**src/rtl/csc_pkg.sv**
```systemverilog
package csc_pkg;
    typedef enum logic [2:0] {
        ST_IDLE,
        ST_ADDR,
        ST_WAIT,
        ST_DONE,
        ST_REL
    } csc_state_e;
endpackage

```
**src/rtl/csc_region_sel.sv**
```systemverilog
module csc_region_sel #(
    parameter int ADDR_W = 16,
    parameter int NUM_CS = 4,
    parameter int WS_W   = 6,
    localparam int SEL_W = (NUM_CS > 1) ? $clog2(NUM_CS) : 1
) (
    input  logic [ADDR_W-1:0]      addr,
    input  logic [NUM_CS*WS_W-1:0] cfg_ws,
    input  logic [NUM_CS-1:0]      cfg_auto,
    output logic [SEL_W-1:0]       region,
    output logic [WS_W-1:0]        ws,
    output logic                   auto_en
);
    logic [WS_W-1:0] ws_arr [NUM_CS];

    for (genvar g = 0; g < NUM_CS; g++) begin : g_unpack
        assign ws_arr[g] = cfg_ws[g*WS_W +: WS_W];
    end

    always_comb begin
        region  = addr[ADDR_W-1 -: SEL_W];
        ws      = '0;
        auto_en = 1'b0;
        for (int i = 0; i < NUM_CS; i++) begin
            if (region == SEL_W'(i)) begin
                ws      = ws_arr[i];
                auto_en = cfg_auto[i];
            end
        end
    end
endmodule

```
**src/rtl/csc_wait_timer.sv**
```systemverilog
module csc_wait_timer #(
    parameter int WS_W = 6
) (
    input  logic            clk,
    input  logic            rst,
    input  logic            clear,
    input  logic            run,
    input  logic [WS_W-1:0] ws,
    input  logic            auto_en,
    output logic            int_ack
);
    logic [WS_W-1:0] cnt;

    always_ff @(posedge clk) begin
        if (rst || clear) begin
            cnt <= '0;
        end else if (run && cnt != {WS_W{1'b1}}) begin
            cnt <= cnt + 1'b1;
        end
    end

    assign int_ack = auto_en && run && (cnt == ws);
endmodule

```
**src/rtl/csc_fsm.sv**
```systemverilog
module csc_fsm
    import csc_pkg::*;
(
    input  logic       clk,
    input  logic       rst,
    input  logic       req,
    input  logic       term,
    output csc_state_e state,
    output logic       accept,
    output logic       capture,
    output logic       cs_act,
    output logic       cnt_clear,
    output logic       cnt_run,
    output logic       done
);
    csc_state_e nxt;

    always_comb begin
        nxt = state;
        unique case (state)
            ST_IDLE: if (req)  nxt = ST_ADDR;
            ST_ADDR:           nxt = ST_WAIT;
            ST_WAIT: if (term) nxt = ST_DONE;
            ST_DONE:           nxt = ST_REL;
            ST_REL:            nxt = ST_IDLE;
            default:           nxt = ST_IDLE;
        endcase
    end

    always_ff @(posedge clk) begin
        if (rst) state <= ST_IDLE;
        else     state <= nxt;
    end

    always_comb begin
        accept    = 1'b0;
        capture   = 1'b0;
        cs_act    = 1'b0;
        cnt_clear = 1'b0;
        cnt_run   = 1'b0;
        done      = 1'b0;
        unique case (state)
            ST_IDLE: accept = req;
            ST_ADDR: begin
                cs_act    = 1'b1;
                cnt_clear = 1'b1;
            end
            ST_WAIT: begin
                cs_act  = 1'b1;
                cnt_run = 1'b1;
                capture = term;
            end
            ST_DONE: cs_act = 1'b1;
            ST_REL:  done   = 1'b1;
            default: ;
        endcase
    end
endmodule

```
**src/rtl/csc_bus_ctrl.sv**
```systemverilog
module csc_bus_ctrl
    import csc_pkg::*;
#(
    parameter int NUM_CS = 4,
    parameter int ADDR_W = 16,
    parameter int DATA_W = 16,
    parameter int WS_W   = 6,
    localparam int SEL_W = (NUM_CS > 1) ? $clog2(NUM_CS) : 1
) (
    input  logic                   clk,
    input  logic                   rst,
    input  logic                   req,
    input  logic                   req_we,
    input  logic [ADDR_W-1:0]      req_addr,
    input  logic [DATA_W-1:0]      req_wdata,
    output logic                   done,
    output logic [DATA_W-1:0]      rdata,
    input  logic [NUM_CS*WS_W-1:0] cfg_ws,
    input  logic [NUM_CS-1:0]      cfg_auto,
    output logic [NUM_CS-1:0]      bus_cs_n,
    output logic [ADDR_W-1:0]      bus_addr,
    output logic                   bus_we,
    output logic [DATA_W-1:0]      bus_wdata,
    input  logic [DATA_W-1:0]      bus_rdata,
    input  logic                   bus_ack_n
);
    csc_state_e      state;
    logic            accept, capture, cs_act, cnt_clear, cnt_run;
    logic            int_ack, term;
    logic [SEL_W-1:0] sel_region, region_q;
    logic [WS_W-1:0] sel_ws, ws_q;
    logic            sel_auto, auto_q;
    logic [ADDR_W-1:0] addr_q;
    logic [DATA_W-1:0] wdata_q;
    logic            we_q;

    csc_region_sel #(.ADDR_W(ADDR_W), .NUM_CS(NUM_CS), .WS_W(WS_W)) u_sel (
        .addr    (req_addr),
        .cfg_ws  (cfg_ws),
        .cfg_auto(cfg_auto),
        .region  (sel_region),
        .ws      (sel_ws),
        .auto_en (sel_auto)
    );

    csc_wait_timer #(.WS_W(WS_W)) u_timer (
        .clk    (clk),
        .rst    (rst),
        .clear  (cnt_clear),
        .run    (cnt_run),
        .ws     (ws_q),
        .auto_en(auto_q),
        .int_ack(int_ack)
    );

    assign term = int_ack || !bus_ack_n;

    csc_fsm u_fsm (
        .clk      (clk),
        .rst      (rst),
        .req      (req),
        .term     (term),
        .state    (state),
        .accept   (accept),
        .capture  (capture),
        .cs_act   (cs_act),
        .cnt_clear(cnt_clear),
        .cnt_run  (cnt_run),
        .done     (done)
    );

    always_ff @(posedge clk) begin
        if (rst) begin
            addr_q   <= '0;
            wdata_q  <= '0;
            we_q     <= 1'b0;
            region_q <= '0;
            ws_q     <= '0;
            auto_q   <= 1'b0;
        end else if (accept) begin
            addr_q   <= req_addr;
            wdata_q  <= req_wdata;
            we_q     <= req_we;
            region_q <= sel_region;
            ws_q     <= sel_ws;
            auto_q   <= sel_auto;
        end
    end

    always_ff @(posedge clk) begin
        if (rst)                  rdata <= '0;
        else if (capture && !we_q) rdata <= bus_rdata;
    end

    for (genvar g = 0; g < NUM_CS; g++) begin : g_cs
        assign bus_cs_n[g] = !(cs_act && (region_q == SEL_W'(g)));
    end

    assign bus_addr  = addr_q;
    assign bus_wdata = wdata_q;
    assign bus_we    = we_q && cs_act;
endmodule

```
**config.mk**
```make
export PLATFORM = sky130hd
export DESIGN_NAME = csc_bus_ctrl
export DESIGN_NICKNAME = d
export VERILOG_FILES = /design/src/rtl/csc_pkg.sv /design/src/rtl/csc_region_sel.sv /design/src/rtl/csc_wait_timer.sv /design/src/rtl/csc_fsm.sv /design/src/rtl/csc_bus_ctrl.sv
export SDC_FILE = /design/constraint.sdc
export NUM_CORES = 1
export LEC_CHECK = 0
export BUFFER_PORTS_ARGS = -buffer_cell sky130_fd_sc_hd__buf_2
export CAP_MARGIN = 10
export CORE_MARGIN = 2
export CORE_UTILIZATION = 47
export DETAILED_ROUTE_END_ITERATION = 7
export HOLD_SLACK_MARGIN = 0.12
export PLACE_DENSITY = 0.89
export SLEW_MARGIN = 40
export SYNTH_ARGS = -nofsm -noshare
export SYNTH_HDL_FRONTEND = slang
export SYNTH_HIERARCHICAL = 1
export SYNTH_SLANG_ARGS = --single-unit
```
**constraint.sdc**
```tcl
create_clock -name clk -period 3.5 [get_ports clk]
set_clock_uncertainty 0.1 [all_clocks]
set_input_delay 0.175 -clock clk [delete_from_list [all_inputs] [get_ports clk]]
set_output_delay 0.175 -clock clk [all_outputs]
set_load 0.03 [all_outputs]
```
==> flow_metrics.env <==
export IMPL_power_internal_w=0.00136
export IMPL_seq_area_frac_synth=0.436
export IMPL_grt_max_degree=82
export IMPL_async_flop_share=0
export IMPL_power_density_nw_per_um2=439
export IMPL_clk_latency_ns=0.33
export IMPL_coreArea_sq_um=6350
export IMPL_fin_cells=538
export IMPL_whs_path_depth=4
export IMPL_ctsResizeCount=0
export IMPL_p_total_w=0.00192
export IMPL_finalHoldViolations=0
export IMPL_fmax_ghz=0.393
export IMPL_gp_congestion=0.866
export IMPL_cp_required_ns=3.61
export IMPL_num_fill_cells=487
export IMPL_crit_type="flop to flop"
export IMPL_synth_ff_type="dfxtp_1"
export IMPL_end_kind="flop"
export IMPL_clock_power_share=0.319
export IMPL_hpwl_mm=4.88
export IMPL_clk_path_buf_depth=2
export IMPL_synth_cells=284
export IMPL_r2r_end="rdata[1]"
export IMPL_clock_sinks=67
export IMPL_worst_pin_slew_ns=0.731
export IMPL_grt_usage=0.219
export IMPL_synth_area_sq_um=3070
export IMPL_placedCellCount=474
export IMPL_initial_utilization=0.484
export IMPL_p_switching_w=0.000562
export IMPL_ir_worst_vdd_mv=0.340
export IMPL_worst_ep_arrival_time_ns=2.65
export IMPL_drtAntennaViolNets=0
export IMPL_first_iter_violations=111
export IMPL_ys_top_cells_by_area="dfxtp_1, mux2i_1, nand4bb_1"
export IMPL_synth_top_area_frac=0.436
export IMPL_grt_pass1_wl_mm=12.6
export IMPL_power_frac_comb=0.234
export IMPL_crit_start="u_fsm/state[0]"
export IMPL_r2r_cells=9
export IMPL_endpoint="rdata[1]"
export IMPL_synth_area_per_cell_sq_um=10.8
export IMPL_p_sw_frac=0.293
export IMPL_maxCapViolCount=0
export IMPL_status="finished clean"
export IMPL_grt_pass1_vias=2760
export IMPL_cts_tree="done"
export IMPL_clk_pin_slew_ns=0.07
export IMPL_area_growth_pct=42.6
export IMPL_slew_violations=0
export IMPL_min_path_type="input port to flop"
export IMPL_port_buffers=134
export IMPL_grt_overflow=0
export IMPL_wl_mm=7.85
export IMPL_mostFrequentLayoutCells="buf_2, dfxtp_1, dlygate4sd3_1"
export IMPL_post_cts_setup_buffers=0
export IMPL_post_place_ws_ns=0.949
export IMPL_wl_per_cell_um=14.6
export IMPL_drive_gt1_frac=0.388
export IMPL_antenna_found_initial=0
export IMPL_max_slew_margin=0.513
export IMPL_period_minus_slack_ns=2.54
export IMPL_seq_power_share=0.446
export IMPL_drc_errors=0
export IMPL_antenna_cells=0
export IMPL_final_common_cell="buf_2"
export IMPL_h_tree_depth=3
export IMPL_fin_crit_sh=0.726
export IMPL_synth_seq_cells=67
export IMPL_synthesis_nets=366
export IMPL_yosys_warnings=6
export IMPL_yosysTopAreaCell="dfxtp_1"
export IMPL_synth_cell_types=38
export IMPL_die_h_um=84.9
export IMPL_cts_root_buf="clkbuf_8"
export IMPL_rows=29
export IMPL_dieArea_sq_um=7200
export IMPL_numCtsBuffers=9
export IMPL_fp_dieW_um=84.9
export IMPL_worst_slack_ns=0.958
export IMPL_layout_nets=538
export IMPL_start_kind="flop"
export IMPL_synth_edf_count=0
export IMPL_finalSetupViolations=0
export IMPL_rsz0062_at_grt="false"
export IMPL_timing_rr_start="u_fsm/state[0]"
export IMPL_avgViaCountPerCell=5.14
export IMPL_drt_pass1_iterations=4
export IMPL_path_max_fanout=17
export IMPL_vias=2764
export IMPL_r2r_setup_slack_ns=0.96
export IMPL_fin_tns_setup_ns=0
export IMPL_leakagePower_nw=1.99
export IMPL_pin_count=135
[worst min path at each step]
stage / startpoint / endpoint / slack, ns
after floorplan: rst / u_fsm/state[0] / 0.14
after global placement: req_we / we_q / 0.31
after detailed placement: req_wdata[7] / bus_wdata[7] / 0.32
after CTS: req_addr[15] / bus_addr[15] / 0.14
after global routing: req_addr[15] / bus_addr[15] / 0.16
final: bus_ack_n / u_fsm/state[0] / 0.15
[stage by stage]
step	area, sq um	utilization	hold slack [ns]
finish	4380	0.690	0.152
global route	4380	0.690	0.165
CTS	4380	0.690	0.139
detailed placement	3700	0.583	0.320
global placement	3700	0.583	0.307
floorplan	3070	-	0.139
[metal layers]
metal | vias up | global-route usage | share of wire
met4 | 0 | 0.0938 | 0.020
met2 | 96 | 0.395 | 0.52
met1 | 1312 | 0.242 | 0.40
met3 | 14 | 0.0593 | 0.059
met5 | - | 0 | 0
li1 | 1342 | - | -
[synth_stat cells (5+ instances only)]
| cell | n |
|---|---|
| dfxtp_1 | 67 |
| nor2_1 | 45 |
| mux2i_1 | 44 |
| nand2b_1 | 17 |
| nand4bb_1 | 16 |
| buf_2 | 11 |
| o21ai_2 | 10 |
| mux4_2 | 7 |
| buf_6 | 6 |
| nand2_1 | 6 |
| o21ai_1 | 6 |
| nand3_1 | 5 |
| xnor2_1 | 5 |
[registers in the layout, indices dropped and copies added (netlist names)]
register and flops:
ws_q 6, bus_addr 16, bus_wdata 16, rdata 16
region_q 2, u_timer/cnt 6, auto_q 1, u_fsm/state 3
we_q 1
[final cells by class]
type / count / area (sq um) / share of cell area
multi-input combinational: 193 / 1570 / 0.358
sequential: 67 / 1340 / 0.306
timing repair buffer: 185 / 1180 / 0.268
clock buffer: 13 / 179 / 0.0408
tap: 77 / 96.3 / 0.0220
clock inverter: 3 / 20.0 / 0.00457
[worst max-delay path, cell delays in order (launching register included)]
cell and delay, ns:
dfxtp_1 0.41, nor3b_1 0.51, nand3_1 0.15, nor4_2 0.14
nand2b_1 0.12, nand2_1 0.11, nor3_2 0.15, buf_4 0.24
and2b_4 0.36, o21ai_1 0.11
[timing repair]
item | CTS | global route
setup endpoints to repair | 0 | 0
endpoints found under the hold margin | 48 | 0
hold buffers | 48 | 0
[kinds of logic after synthesis]
logic type | share of synthesized area
DFF | 0.436
adders and majority gates | 0.00407
and+or+nand+nor | 0.220
buffers and inverters | 0.0558
AOI/OAI and AO/OA | 0.0692
xor gates and xnor gates | 0.0200
muxes | 0.195
[power groups by stage]
stage                     logic (W)  registers, W  clock network (W)
after floorplan            0.000229      0.000942                  0
after global routing       0.000483      0.000865           0.000665
after detailed placement   0.000408      0.000874                  0
final                      0.000450      0.000858           0.000614
after CTS                  0.000449      0.000857           0.000631
after global placement     0.000398      0.000870                  0
Note: power is estimated with default switching activity, not from simulation.
